==> config.mk <==
export PLATFORM = sky130hd
export DESIGN_NAME = hazard_unit
export DESIGN_NICKNAME = d
export VERILOG_FILES = /design/src/rtl/hazard_pkg.sv /design/src/rtl/fwd_select.sv /design/src/rtl/load_use_detect.sv /design/src/rtl/hazard_unit.sv
export SDC_FILE = /design/constraint.sdc
export NUM_CORES = 1
export LEC_CHECK = 0
export BUFFER_PORTS_ARGS = -buffer_cell sky130_fd_sc_hd__clkbuf_2
export CORE_MARGIN = 2
export CORE_UTILIZATION = 32
export DETAILED_ROUTE_END_ITERATION = 6
export GPL_ROUTABILITY_DRIVEN = 0
export PLACE_DENSITY = 0.78
export SETUP_SLACK_MARGIN = 0.15
export SLEW_MARGIN = 30
export SYNTH_ARGS = -nofsm -noshare
export SYNTH_HDL_FRONTEND = slang
export SYNTH_SLANG_ARGS = --single-unit
==> constraint.sdc <==
create_clock -name vclk -period 1.45
set_input_delay 0.29 -clock vclk [all_inputs]
set_output_delay 0.29 -clock vclk [all_outputs]
set_load 0.05 [all_outputs]
==> src/rtl/hazard_pkg.sv <==
package hazard_pkg;
  typedef enum logic [1:0] {
    SEL_RF  = 2'b00,
    SEL_WB  = 2'b01,
    SEL_MEM = 2'b10
  } fwd_sel_e;
endpackage

==> src/rtl/fwd_select.sv <==
module fwd_select
  import hazard_pkg::*;
#(
  parameter int unsigned AW = 5
) (
  input  logic          clk_i,
  input  logic          rst_ni,
  input  logic [AW-1:0] src_i,
  input  logic [AW-1:0] mem_dst_i,
  input  logic          mem_we_i,
  input  logic [AW-1:0] wb_dst_i,
  input  logic          wb_we_i,
  output fwd_sel_e      sel_o
);
  logic mem_hit, wb_hit;

  assign mem_hit = mem_we_i && (mem_dst_i != '0) && (mem_dst_i == src_i);
  assign wb_hit  = wb_we_i  && (wb_dst_i  != '0) && (wb_dst_i  == src_i);

  always_comb begin
    if (mem_hit)     sel_o = SEL_MEM;  // younger producer first
    else if (wb_hit) sel_o = SEL_WB;
    else             sel_o = SEL_RF;
  end

  AST_NO_FWD_ZERO_REG: assert property (@(posedge clk_i) disable iff (!rst_ni)
    (src_i == '0) |-> (sel_o == SEL_RF));

  AST_MEM_PRIORITY: assert property (@(posedge clk_i) disable iff (!rst_ni)
    (mem_we_i && src_i != '0 && mem_dst_i == src_i) |-> (sel_o == SEL_MEM));

  AST_NO_FWD_NO_WE: assert property (@(posedge clk_i) disable iff (!rst_ni)
    (!mem_we_i && !wb_we_i) |-> (sel_o == SEL_RF));
endmodule

==> src/rtl/load_use_detect.sv <==
module load_use_detect #(
  parameter int unsigned AW = 5
) (
  input  logic          clk_i,
  input  logic          rst_ni,
  input  logic [AW-1:0] src_i,
  input  logic          use_i,
  input  logic [AW-1:0] ex_dst_i,
  input  logic          ex_we_i,
  input  logic          ex_load_i,
  output logic          hit_o
);
  logic dst_valid;

  assign dst_valid = ex_load_i && ex_we_i && (ex_dst_i != '0);
  assign hit_o     = dst_valid && use_i && (ex_dst_i == src_i);

  AST_UNUSED_NO_HIT: assert property (@(posedge clk_i) disable iff (!rst_ni)
    !use_i |-> !hit_o);

  AST_ZERO_DST_NO_HIT: assert property (@(posedge clk_i) disable iff (!rst_ni)
    (ex_dst_i == '0) |-> !hit_o);
endmodule

==> src/rtl/hazard_unit.sv <==
module hazard_unit
  import hazard_pkg::*;
#(
  parameter int unsigned AW      = 5,
  parameter int unsigned NUM_SRC = 2
) (
  input  logic                  clk_i,
  input  logic                  rst_ni,
  input  logic [NUM_SRC*AW-1:0] id_src_i,
  input  logic [NUM_SRC-1:0]    id_src_use_i,
  input  logic [NUM_SRC*AW-1:0] ex_src_i,
  input  logic [AW-1:0]         ex_dst_i,
  input  logic                  ex_we_i,
  input  logic                  ex_load_i,
  input  logic [AW-1:0]         mem_dst_i,
  input  logic                  mem_we_i,
  input  logic [AW-1:0]         wb_dst_i,
  input  logic                  wb_we_i,
  output logic [NUM_SRC*2-1:0]  fwd_sel_o,
  output logic                  stall_o,
  output logic                  front_we_o,
  output logic                  bubble_o
);
  localparam int unsigned SW = 2;

  logic [NUM_SRC-1:0] lu_hit;

  for (genvar i = 0; i < NUM_SRC; i++) begin : g_src
    fwd_sel_e sel;

    fwd_select #(.AW(AW)) u_fwd (
      .clk_i    (clk_i),
      .rst_ni   (rst_ni),
      .src_i    (ex_src_i[i*AW +: AW]),
      .mem_dst_i(mem_dst_i),
      .mem_we_i (mem_we_i),
      .wb_dst_i (wb_dst_i),
      .wb_we_i  (wb_we_i),
      .sel_o    (sel)
    );
    assign fwd_sel_o[i*SW +: SW] = sel;

    load_use_detect #(.AW(AW)) u_lu (
      .clk_i    (clk_i),
      .rst_ni   (rst_ni),
      .src_i    (id_src_i[i*AW +: AW]),
      .use_i    (id_src_use_i[i]),
      .ex_dst_i (ex_dst_i),
      .ex_we_i  (ex_we_i),
      .ex_load_i(ex_load_i),
      .hit_o    (lu_hit[i])
    );
  end

  assign stall_o    = |lu_hit;
  assign front_we_o = ~stall_o;
  assign bubble_o   = stall_o;

  AST_STALL_FREEZES: assert property (@(posedge clk_i) disable iff (!rst_ni)
    stall_o |-> (!front_we_o && bubble_o));

  AST_ALU_NO_STALL: assert property (@(posedge clk_i) disable iff (!rst_ni)
    !ex_load_i |-> (!stall_o && front_we_o && !bubble_o));

  AST_IDLE_NO_STALL: assert property (@(posedge clk_i) disable iff (!rst_ni)
    (id_src_use_i == '0) |-> !stall_o);
endmodule

=== After elaboration in Yosys (flattened, before gate mapping) ===
Cells that the tools add are included.

* Eq/ne operators: 6
* Mux-type cells: 4
* Bitwise logic cells: 1
* Reduce and logical (&&, ||, !) cells: 16

{| class="wikitable"
|+ Operator list
! operator !! count
|-
| $eq 5x5->1 || 6
|-
| $reduce_bool 5->1 || 3
|-
| $logic_and 1x1->1 || 12
|-
| $mux 2 || 2
|-
| $mux 1 || 2
|-
| $reduce_or 2->1 || 1
|-
| $not 1->1 || 1
|}

* Register bits after elaboration: 0
* Input port bits: 43
* Output and inout bits: 7
* Word-level logic and storage cells: 27

=== Logic depth before layout (Yosys ltp) ===
* Word-level depth: 6
* Depth in mapped cells: 5
* Depth with buffers taken out: 4

=== Modules after synthesis ===
Synthesis repeated with hierarchy kept, for this count alone.

* Cells, all modules: 65
* Area total of the unflattened synthesis: 475.5 um^2

{| class="wikitable"
|+ Modules (own cells, without submodules)
! module !! times used !! cells an instance !! area each (um^2)
|-
| fwd_select || 2 || 21 || 158.9
|-
| load_use_detect || 2 || 10 || 70.1
|-
| hazard_unit || 1 || 3 || 17.5
|}

=== Least setup slack after synthesis ===
No wires, ideal clock.

* Kind: input to output
* Start: input mem_dst_i[1]
* End: output fwd_sel_o[0]
* Arrival time: 2.018 ns
* Slack: -0.858 ns
* Stages on the path: 4
* Cell sequence: or4_1 o21ai_2 nor4_1 nor4_2

* Word-level cells in the longest chain between the ends: 4
* Elaborated cells on any way between the ends: 5

{| class="wikitable"
|+ Ends and longest elaborated chain
! item !! RTL line !! text
|-
| start: declaration || hazard_unit.sv:15 || <nowiki>input logic [AW-1:0] mem_dst_i,</nowiki>
|-
| $reduce_bool 5->1 || fwd_select.sv:17 || <nowiki>assign mem_hit = mem_we_i && (mem_dst_i != '0) && (mem_dst_i == src_i);</nowiki>
|-
| $logic_and 1x1->1 || fwd_select.sv:17 ||
|-
| $logic_and 1x1->1 * || fwd_select.sv:17 ||
|-
| via g_src[0].u_fwd.mem_hit || fwd_select.sv:15 || <nowiki>logic mem_hit, wb_hit;</nowiki>
|-
| $mux 2 * || fwd_select.sv:21 || <nowiki>if (mem_hit) sel_o = SEL_MEM;</nowiki>
|-
| end: declaration || hazard_unit.sv:19 || <nowiki>output logic [NUM_SRC*2-1:0] fwd_sel_o,</nowiki>
|}

The timed path passes the listed nets; every way through them passes the cells marked *.

=== Worst setup path after layout ===
* Start: input ex_src_i[0]
* End: output fwd_sel_o[0]

* Word-level cells in the longest chain between the ends: 4
* Elaborated cells on any way between the ends: 6

{| class="wikitable"
|+ Ends and longest elaborated chain
! item !! RTL line !! text
|-
| start: declaration || hazard_unit.sv:11 || <nowiki>input logic [NUM_SRC*AW-1:0] ex_src_i,</nowiki>
|-
| $eq 5x5->1 || fwd_select.sv:18 || <nowiki>assign wb_hit = wb_we_i && (wb_dst_i != '0) && (wb_dst_i == src_i);</nowiki>
|-
| $logic_and 1x1->1 || fwd_select.sv:18 ||
|-
| $mux 1 || fwd_select.sv:22 || <nowiki>else if (wb_hit) sel_o = SEL_WB;</nowiki>
|-
| $mux 2 * || fwd_select.sv:21 ||
|}

Mark *: on every way between the ends. The rest lies on a longest branch, timed or not.

==> run_results.csv <==
group,metric,value,unit
place,dpl-instance-area,891,um2
global_routing,grt_max_degree,4,
setup_path,path_max_fanout,2,
setup_path,worst-setup-path-type,"in2out",
routing,dr_total_vias,661,
power_and_ir_drop,p_total,0.316,mW
global_routing,grt_pass1_wl,2460,um
setup_path,path_delay_family,"simple AND/OR/NAND/NOR gates",
layout,area_growth,163,%
layout,seq_area,0,um2
logic_synthesis,avgSynthCellArea,8.05,um2
layout,nFillCells,53,
clock_network,cts_hold_buf,0,
logic_synthesis,yosys_warnings,0,
die,core-area,1270,um2
global_routing,grt_overflow,0,
layout,layout-drive-gt1-share,0.763,
routing,drt-total-wl,2060,um
routing,antenna_left,0,
layout,nClkBuffers,0,
die,die_w,40.5,um
global_routing,first_global_vias,652,
place,dp_hpwl,1510,um
sta,hold_violations,0,
logic_synthesis,synth.most_common_cell,"xor2_1",
sta,rsz0062_at_grt,"yes",
sta,max_slew_margin,0.759,
logic_synthesis,syn_area,427,um2
setup_path,cp_data_required_time,1.16,ns
die,core.rowCount,13,
sta,period_needed,1.96,ns
layout,multi_input_area,583,um2
routing,dr.pass1.iters,2,
global_routing,gr-usage-all-layers,0.227,
sta,post-route-period-util,1.35,
logic_synthesis,synth_area_leaders,"xor2_1 45%, xnor2_1 16%, or4_1 8.8%, nor4_1 5.9%, nor4_2 5.9%",
routing,drc_errors,0,
layout,fin_area,1120,um2
flow_run,maxCapViolations,0,
logic_synthesis,synth_top_area_cell,"xor2_1",
setup_path,path_cells,"clkbuf_2, xor2_1, or4_4, nor4_4, clkbuf_8",
power_and_ir_drop,p_leak,0.516,nW
setup_path,critPathSlowestCell,"or4_4",
routing,drt_first_iter_violations,4,
logic_synthesis,synth.distinct_cells,12,
setup_path,cp-start-kind,"input pin",
die,start_util,0.336,
die,ioPinCount,50,
die,fp.dieH,40.5,um
worst_hold_path,hold_path_class,"in2out",
logic_synthesis,yosys-top-cells-count,"22 x xor2_1, 8 x xnor2_1, 5 x or4_1",
sta,setup_slack,-0.513,ns
die,die_area,1640,um2
setup_path,cp-end-kind,"output pin",
layout,antennaDiodeCount,0,
logic_synthesis,syn_nets,96,
worst_hold_path,hold_start,"id_src_use_i[0]",
routing,viasPerCell,4.97,
place,port_buffers,48,
layout,design.seq.count,0,
sta,setup_viol,7,
logic_synthesis,ys_seq_area_frac,0,
setup_path,cp-startpoint,"ex_src_i[0]",
setup_path,cp.arrival,1.67,ns
global_routing,grt_antenna_before_repair,0,
setup_path,slowest_delay,0.57,ns
setup_path,critPathBufInv,2,
sta,tightestPinTransition,0.358,ns
outcome,outcome,"complete, but fails checks",
routing,routedWlPerCell,15.5,um
logic_synthesis,netlist_instances,53,
sta,max_freq,509,MHz
power_and_ir_drop,peakVddDrop,0.174,mV
logic_synthesis,netlist.area_leader.share,0.452,
power_and_ir_drop,p_per_area,282,nW/um2
layout,layout.nets,163,
sta,timing.final.max_slew_violations,0,
outcome,violations,"negative setup slack",
[power by group]
part           internal, mW  switching (mW)
logic                 0.170           0.146
clock network             0               0
registers                 0               0
[worst paths after layout]
| path | end | slack, ns | cells after the start |
|---|---|---|---|
| hold / removal | stall_o | 0.97 | 4 |
| setup / recovery | fwd_sel_o[0] | -0.51 | 5 |
[what timing repair did]
item / in CTS / in global routing
setup buffers: 0 / 1
endpoints found under the setup margin: 7 / 7
gates resized for setup: 19 / 28
pin swaps: 8 / 13
[worst min-delay path, cell delays in order]
cell and delay, ns:
clkbuf_2 0.09, nand3_2 0.08, a21oi_4 0.07, buf_8 0.14
[cells by family (layout without fill, tap and decap cells)]
logic type             count (synthesis)  in the layout  share of synthesized area
buffers and inverters                  3             68                     0.0528
AO/OA/AOI/OAI                          5              5                     0.0792
XOR/XNOR                              30             30                      0.616
AND/OR/NAND/NOR                       15             15                      0.252
[metrics by stage]
stage	instances	hold WS [ns]	TNS (ns)	worst slack (ns)	util
3_5_place_dp	132	1.04	-2.92	-0.539	0.702
3_3_place_gp	132	1.03	-2.77	-0.482	0.702
5_1_grt	133	1.00	-2.91	-0.569	0.884
2_1_floorplan	53	0.820	-1.73	-0.486	-
4_1_cts	132	0.993	-2.41	-0.459	0.782
6_report	133	0.968	-2.43	-0.513	0.884
[final cells by class]
class              count  area share
multi-input cells     50       0.520
well taps             15      0.0167
repair buffers        68       0.463
[cell usage in the layout (no fill, tap or decap), drive strengths merged]
cell type  Yosys  routed
nand3          4       4
a21o           1       1
a21oi          1       1
buf            3      30
or4            5       5
nor4           6       6
clkbuf         0      38
xnor2          8       8
o211ai         1       1
o21ai          2       2
xor2          22      22
[metal layers]
metal | global-route usage | up-vias | wire length [um]
li1 | - | 321 | -
met1 | 0.187 | 300 | 620
met2 | 0.536 | 35 | 1260
met3 | 0.00556 | 5 | 133
met4 | 0.0583 | 0 | 46
met5 | 0 | - | 0
Note: power is estimated with default switching activity, not from simulation.
